==> config.mk <==
export PLATFORM = sky130hd
export DESIGN_NAME = seg_serial_loader
export DESIGN_NICKNAME = d
export VERILOG_FILES = /design/src/rtl/seg_loader_pkg.sv /design/src/rtl/seg_in_sync.sv /design/src/rtl/seg_shift_chain.sv /design/src/rtl/seg_hold_latch.sv /design/src/rtl/seg_serial_loader.sv
export SDC_FILE = /design/constraint.sdc
export NUM_CORES = 1
export LEC_CHECK = 0
export BUFFER_PORTS_ARGS = -buffer_cell sky130_fd_sc_hd__buf_2
export CORE_ASPECT_RATIO = 0.9
export CORE_MARGIN = 2
export CORE_UTILIZATION = 55
export DETAILED_ROUTE_END_ITERATION = 10
export GPL_TIMING_DRIVEN = 0
export PLACE_DENSITY = 0.75
export SLEW_MARGIN = 30
export SYNTH_ARGS = -nofsm -noshare
export SYNTH_HDL_FRONTEND = slang
export SYNTH_SLANG_ARGS = --single-unit
==> constraint.sdc <==
create_clock -name clk_i -period 4.1 [get_ports clk_i]
set_clock_uncertainty 0.2 [all_clocks]
set_input_delay 0.82 -clock clk_i [delete_from_list [all_inputs] [get_ports clk_i]]
set_output_delay 0.82 -clock clk_i [all_outputs]
set_load 0.005 [all_outputs]
==> src/rtl/seg_loader_pkg.sv <==
package seg_loader_pkg;
  typedef struct packed {
    logic sclk;
    logic sdata;
    logic load;
    logic test;
    logic blank;
  } ser_pins_t;
endpackage

==> src/rtl/seg_in_sync.sv <==
module seg_in_sync
  import seg_loader_pkg::*;
(
  input  logic      clk_i,
  input  logic      rst_ni,
  input  ser_pins_t raw_i,
  output ser_pins_t now_o,
  output logic      rise_o,
  output logic      fall_o
);
  ser_pins_t s1_q, s2_q;

  always_ff @(posedge clk_i or negedge rst_ni) begin
    if (!rst_ni) begin
      s1_q <= '0;
      s2_q <= '0;
    end else begin
      s1_q <= raw_i;
      s2_q <= s1_q;
    end
  end

  assign now_o  = s1_q;
  assign rise_o = s1_q.sclk & ~s2_q.sclk;
  assign fall_o = ~s1_q.sclk & s2_q.sclk;

  assert_buffer_lag_R9: assert property (@(posedge clk_i) disable iff (!rst_ni)
    1'b1 |=> now_o == $past(raw_i));
endmodule

==> src/rtl/seg_shift_chain.sv <==
module seg_shift_chain #(
  parameter int unsigned SEGS = 160
) (
  input  logic                clk_i,
  input  logic                rst_ni,
  input  logic                shift_i,
  input  logic                din_i,
  input  logic                fall_i,
  input  logic                half_i,
  output logic [2*SEGS-1:0]   chain_nxt_o,
  output logic                sdata_o
);
  localparam int unsigned CHAIN = 2 * SEGS;

  logic [CHAIN-1:0] chain_q;
  logic             sdata_q;

  // bank A stage SEGS (index SEGS-1) feeds bank B stage 1 (index SEGS)
  always_comb chain_nxt_o = shift_i ? {chain_q[CHAIN-2:0], din_i} : chain_q;

  always_ff @(posedge clk_i or negedge rst_ni) begin
    if (!rst_ni) begin
      chain_q <= '0;
      sdata_q <= 1'b0;
    end else begin
      chain_q <= chain_nxt_o;
      if (fall_i) sdata_q <= half_i ? chain_q[CHAIN-1] : chain_q[SEGS-1];
    end
  end

  assign sdata_o = sdata_q;

  assert_capture_R2: assert property (@(posedge clk_i) disable iff (!rst_ni)
    shift_i |=> chain_q[0] == $past(din_i));
  assert_advance_R5: assert property (@(posedge clk_i) disable iff (!rst_ni)
    shift_i |=> chain_q[CHAIN-1:1] == $past(chain_q[CHAIN-2:0]));
  assert_out_hold_R3: assert property (@(posedge clk_i) disable iff (!rst_ni)
    !fall_i |=> $stable(sdata_o));
endmodule

==> src/rtl/seg_hold_latch.sv <==
module seg_hold_latch #(
  parameter int unsigned W = 160
) (
  input  logic         clk_i,
  input  logic         rst_ni,
  input  logic         open_i,
  input  logic [W-1:0] d_i,
  output logic [W-1:0] q_o
);
  always_ff @(posedge clk_i or negedge rst_ni) begin
    if (!rst_ni)     q_o <= '0;
    else if (open_i) q_o <= d_i;
  end

  assert_follow_R6: assert property (@(posedge clk_i) disable iff (!rst_ni)
    open_i |=> q_o == $past(d_i));
  assert_hold_R7: assert property (@(posedge clk_i) disable iff (!rst_ni)
    !open_i |=> $stable(q_o));
endmodule

==> src/rtl/seg_serial_loader.sv <==
module seg_serial_loader
  import seg_loader_pkg::*;
#(
  parameter int unsigned SEGS = 160
) (
  input  logic            clk_i,
  input  logic            rst_ni,
  input  logic            half_duty_i,
  input  logic            sdata_i,
  input  logic            sclk_i,
  input  logic            load_i,
  input  logic            test_i,
  input  logic            blank_i,
  output logic            sdata_o,
  output logic            sclk_o,
  output logic            load_o,
  output logic            test_o,
  output logic            blank_o,
  output logic [SEGS-1:0] bank_a_o,
  output logic [SEGS-1:0] bank_b_o
);
  localparam int unsigned BANKS = 2;

  ser_pins_t             raw, now;
  logic                  rise, fall;
  logic [2*SEGS-1:0]     chain_nxt;
  logic [SEGS-1:0]       lat [BANKS];

  assign raw = '{sclk: sclk_i, sdata: sdata_i, load: load_i, test: test_i, blank: blank_i};

  seg_in_sync u_sync (
    .clk_i (clk_i),
    .rst_ni(rst_ni),
    .raw_i (raw),
    .now_o (now),
    .rise_o(rise),
    .fall_o(fall)
  );

  seg_shift_chain #(.SEGS(SEGS)) u_chain (
    .clk_i      (clk_i),
    .rst_ni     (rst_ni),
    .shift_i    (rise),
    .din_i      (now.sdata),
    .fall_i     (fall),
    .half_i     (half_duty_i),
    .chain_nxt_o(chain_nxt),
    .sdata_o    (sdata_o)
  );

  for (genvar b = 0; b < BANKS; b++) begin : g_bank
    seg_hold_latch #(.W(SEGS)) u_lat (
      .clk_i (clk_i),
      .rst_ni(rst_ni),
      .open_i(now.load),
      .d_i   (chain_nxt[b*SEGS +: SEGS]),
      .q_o   (lat[b])
    );
  end

  assign bank_a_o = lat[0];
  assign bank_b_o = half_duty_i ? lat[1] : '0;

  assign sclk_o  = now.sclk;
  assign load_o  = now.load;
  assign test_o  = now.test;
  assign blank_o = now.blank;

  assert_out_only_on_fall_R3: assert property (@(posedge clk_i) disable iff (!rst_ni)
    !$fell(sclk_o) |=> $stable(sdata_o));
  assert_banks_hold_R7: assert property (@(posedge clk_i) disable iff (!rst_ni)
    !load_o |=> $stable(lat[0]) && $stable(lat[1]));
endmodule

== Word-level counts from Yosys, hierarchy flattened ==
Index checks and enable logic that the tools add are counted.

* Flip-flop bits (word level): 647
* Word-level logic and storage cells: 17
* Output and inout bits: 325

* Bitwise gates (word level): 4
* Multiplexer cells: 3

{| class="wikitable"
|+ Operator list
! kind !! number
|-
| $mux 320 || 1
|-
| $mux 160 || 1
|-
| $and 1x1->1 || 2
|-
| $not 1->1 || 2
|-
| $mux 1 || 1
|}

== Longest topological paths before layout ==
* Word-level depth: 3
* Gate-level depth with buffers: 6
* Mapped depth without buffers: 2

== Cells and area by module ==
Synthesis repeated with hierarchy kept, for this count alone.

* Cell total of the unflattened synthesis: 1541
* Area total of the unflattened synthesis: 27475.1 um^2

{| class="wikitable"
|+ Modules (own cells, without submodules)
! module !! cells an instance !! area an instance (um^2) !! seq. area each (um^2) !! instances
|-
| seg_shift_chain || 680 || 13462.9 || 8032.7 || 1
|-
| seg_hold_latch || 338 || 6346.1 || 4003.8 || 2
|-
| seg_serial_loader || 177 || 1154.9 || 0.0 || 1
|-
| seg_in_sync || 8 || 165.2 || 150.1 || 1
|}

== Least setup slack after synthesis ==
Ideal clock, no wire load.

* Kind: input -> output
* Start point: input half_duty_i
* End point: output bank_b_o[100]
* Stages on the path: 4
* Path buffers: 3
* Path slack: 1416 ps
* Data arrival time: 1664 ps
* Path through: clkbuf_1 > clkbuf_1 > clkbuf_1 > and2_1

* Cells in the longest elaborated chain, start to end: 1

{| class="wikitable"
|+ RTL lines
! what !! RTL line !! source
|-
| start, declared || seg_serial_loader.sv:8 || <nowiki>input logic half_duty_i,</nowiki>
|-
| $mux 160 || seg_serial_loader.sv:62 || <nowiki>assign bank_b_o = half_duty_i ? lat[1] : '0;</nowiki>
|-
| end, declared || seg_serial_loader.sv:20 || <nowiki>output logic [SEGS-1:0] bank_b_o</nowiki>
|}

No other way between the ends.

== Worst setup path after layout ==
* Start point: input half_duty_i
* End point: output bank_b_o[152]

Same word-level chain as after synthesis.

==> results.ini <==
[status]
outcome = complete, no violations

[sta]
hold_violations = 0
clock.fmax_mhz = 260
period_needed_ns = 3.85
finalMaxSlewViolations = 0
relSlewSlack = 0.367
fin_crit_sh = 0.939
setup_viol = 0
rsz0062_at_grt = no
fin_ws_ns = 0.252
worst_pin_slew_ns = 0.950

[power_and_ir_drop]
switchingPower_mw = 3.35
power.share.sequential = 0.481
clkPwrFrac = 0.445
p_sw_frac = 0.243
cellPowerDensity_nw_per_um2 = 381
internal_power_mw = 10.5
power_leakage_nw = 16.7
p_comb_frac = 0.074
max-vdd-ir-drop_mv = 0.278

[worst_hold_path]
hold_end = u_sync.now_o[4]$_DFF_PN0_
hp-start = sclk_i
whs_path_depth = 1
hp-class = primary input to flip-flop

[clocking]
clkLatencyLatePin_ns = 0.61
cts-root-buf = clkbuf_16
cts_made_buffers = 68
post_cts_buffers = 0
post_cts_resized = 0
clock_sinks = 647
cts_tree = built
clk_pin_slew_ns = 0.06
cts_buffer_depth = 3
htree_levels = 3

[critical_path]
reg2reg_slack_ns = 1.65
cpMostUsedCell = clkbuf_1
crit_path_cell_trace = clkbuf_1 -> clkbuf_1 -> clkbuf_1 -> and2_1 -> buf_2
crit_required_ns = 3.08
path_max_fanout = 10
start_kind = primary input
cp-end-kind = primary output
criticalPathCategory = primary input to primary output
crit_path_top_delay_cell = clkbuf_1
r2r-end = g_bank[0].u_lat.q_o[151]$_DFFE_PN0P_
cpPeakStageDelay_ns = 0.71
arrival_ns = 2.83
r2r_cells = 5
timing.rr.start = u_sync.now_o[2]$_DFF_PN0_

[drt]
drt-total-wl_um = 76900
drt-initial-drc-count = 1855
ant_nets = 0
vias_per_cell = 5.84
drc = 0
vias = 22700
wl_per_cell_um = 19.8
firstDrtPassIters = 5

[cells_and_area]
final_util = 0.648
areaGrowthSynthToFinish_pct = 16.2
fin_nets = 3096
fill_cells = 4279
drive_gt1_frac = 0.271

[placement]
gp_congestion = 0.862
portBuffers = 331
dpl.hpwl_um = 53400
dpl_worst_slack_ns = 0.177

[global_routing]
grt_max_degree = 92
antenna_found_initial = 0
grt_pass1_vias = 22600
grt_pass1_wl_um = 123000
overflow = 0
grt_usage = 0.263

[synth]
synth_xor_area_frac = 0
synth_compound_area_frac = 0.0898
syn_area_um2 = 31200
avgSynthCellArea_um2 = 11.7
synth-seq-cells = 647
synthMuxAreaShare = 0.150
yosysSeqAreaShare = 0.519
ys_types = 14
syn_inst = 2678
syn-num-nets = 2686
synth-adder-area-share = 0
yosys.area_share.simple = 0.161
yosysWarnings = 0
synth_top_family_by_area = simple AND/OR/NAND/NOR gates

[floorplanning]
io_pins = 333
design.core.area_um2 = 55900
die_h_um = 230
rows = 82
fp.dieArea_um2 = 58700
die_w_um = 255
start_util = 0.558

[job]
max-cap-violations = 0

==> per-stage QoR <==
step / instances / power, mW / hold WS (ns) / TNS (ns) / instance area [um2]
after floorplan: 2678 / 7.32 / 0.191 / 0 / 31200
after global placement: 3765 / 7.71 / 0.229 / -6792.10 / 33800
after detailed placement: 3773 / 7.78 / 0.243 / 0 / 34000
after CTS: 3892 / 13.9 / 0.0825 / 0 / 36200
after global routing: 3892 / 14.3 / 0.0923 / 0 / 36200
final: 3893 / 13.8 / 0.119 / 0 / 36200
==> layout make-up <==
type / count / area, um2 / area share
clock inverters: 27 / 289 / 0.00797
flip-flops and latches: 647 / 16200 / 0.447
plain buffers: 267 / 1310 / 0.0360
clock buffers: 91 / 1910 / 0.0527
inverters: 320 / 1200 / 0.0331
diodes: 1 / 2.50 / 0.0000690
well taps: 756 / 946 / 0.0261
multi-input cells: 1444 / 12500 / 0.345
repair buffers: 340 / 1900 / 0.0523
==> synthesized netlist by cell type (all sizes together) <==
| library cell | n | area [um2] |
|---|---|---|
| clkbuf | 180 | 676 |
| and2 | 160 | 1000 |
| dfrtp | 647 | 16200 |
| nand2 | 320 | 1200 |
| mux2 | 322 | 4680 |
| inv | 320 | 1200 |
| buf | 87 | 628 |
| o221ai | 320 | 2800 |
| nand4b | 320 | 2800 |
| nor2b | 2 | 20.0 |
==> cells by family (layout without fill, tap and decap cells) <==
| logic type | count (synthesis) | count (layout) |
|---|---|---|
| buffers and inverters | 587 | 1045 |
| multiplexers | 322 | 322 |
| flip-flops | 647 | 647 |
| AND/OR/NAND/NOR | 802 | 802 |
| AO/OA/AOI/OAI | 320 | 320 |
| other | 0 | 1 |
==> what timing repair did <==
action,in CTS,in global routing
endpoints found under the hold margin,58,0
hold buffers,1,0
endpoints found under the setup margin,0,0
==> layer usage <==
layer	share of wire	up-vias	track usage	routed length, um
met1	0.45	11400	0.369	34300
met3	0.054	168	0.0427	4150
met4	0.034	0	0.0947	2620
met2	0.47	726	0.416	35900
li1	-	10400	-	-
met5	0	-	0	0
==> power groups by stage <==
| stage | registers (mW) | clock network, mW | logic (mW) |
|---|---|---|---|
| floorplan | 6.72 | 0 | 0.595 |
| global placement | 6.76 | 0 | 0.955 |
| detailed placement | 6.76 | 0 | 1.02 |
| CTS | 6.64 | 6.25 | 1.03 |
| global route | 6.66 | 6.51 | 1.12 |
| finish | 6.64 | 6.16 | 1.02 |
==> state kept, by name (all words and copies together) (netlist names) <==
signal and count:
u_sync.s2_q 1, u_chain.chain_q 320, u_sync.now_o 5, g_bank.u_lat.q_o 320
u_chain.sdata_o 1
==> cell usage in the layout (no fill, tap or decap), drive strengths merged <==
cell type / count
dfrtp: 647
buf: 426
inv: 324
mux2: 322
nand2: 320
nand4b: 320
o221ai: 320
clkbuf: 271
and2: 160
clkinv: 17
bufinv: 5
nor2b: 2
diode: 1
clkinvlp: 1
dlygate4sd3: 1
==> worst max-delay path by stage <==
stage           startpoint                                   to  slack [ns]  cells past startpoint
2_1_floorplan  half_duty_i                        bank_b_o[100]        1.42                      4
3_3_place_gp        rst_ni  g_bank[0].u_lat.q_o[85]$_DFFE_PN0P_      -10.61                      1
3_5_place_dp   half_duty_i                        bank_b_o[150]        0.18                      5
4_1_cts        half_duty_i                        bank_b_o[150]        0.16                      5
5_1_grt        half_duty_i                        bank_b_o[150]        0.11                      5
6_report       half_duty_i                        bank_b_o[152]        0.25                      5
==> worst max-delay path: cells and delay by family <==
kind,cells,cell delay (ns)
buf+inv,4,1.74
simple gates,1,0.27
Power figures use the tool's default switching activity.
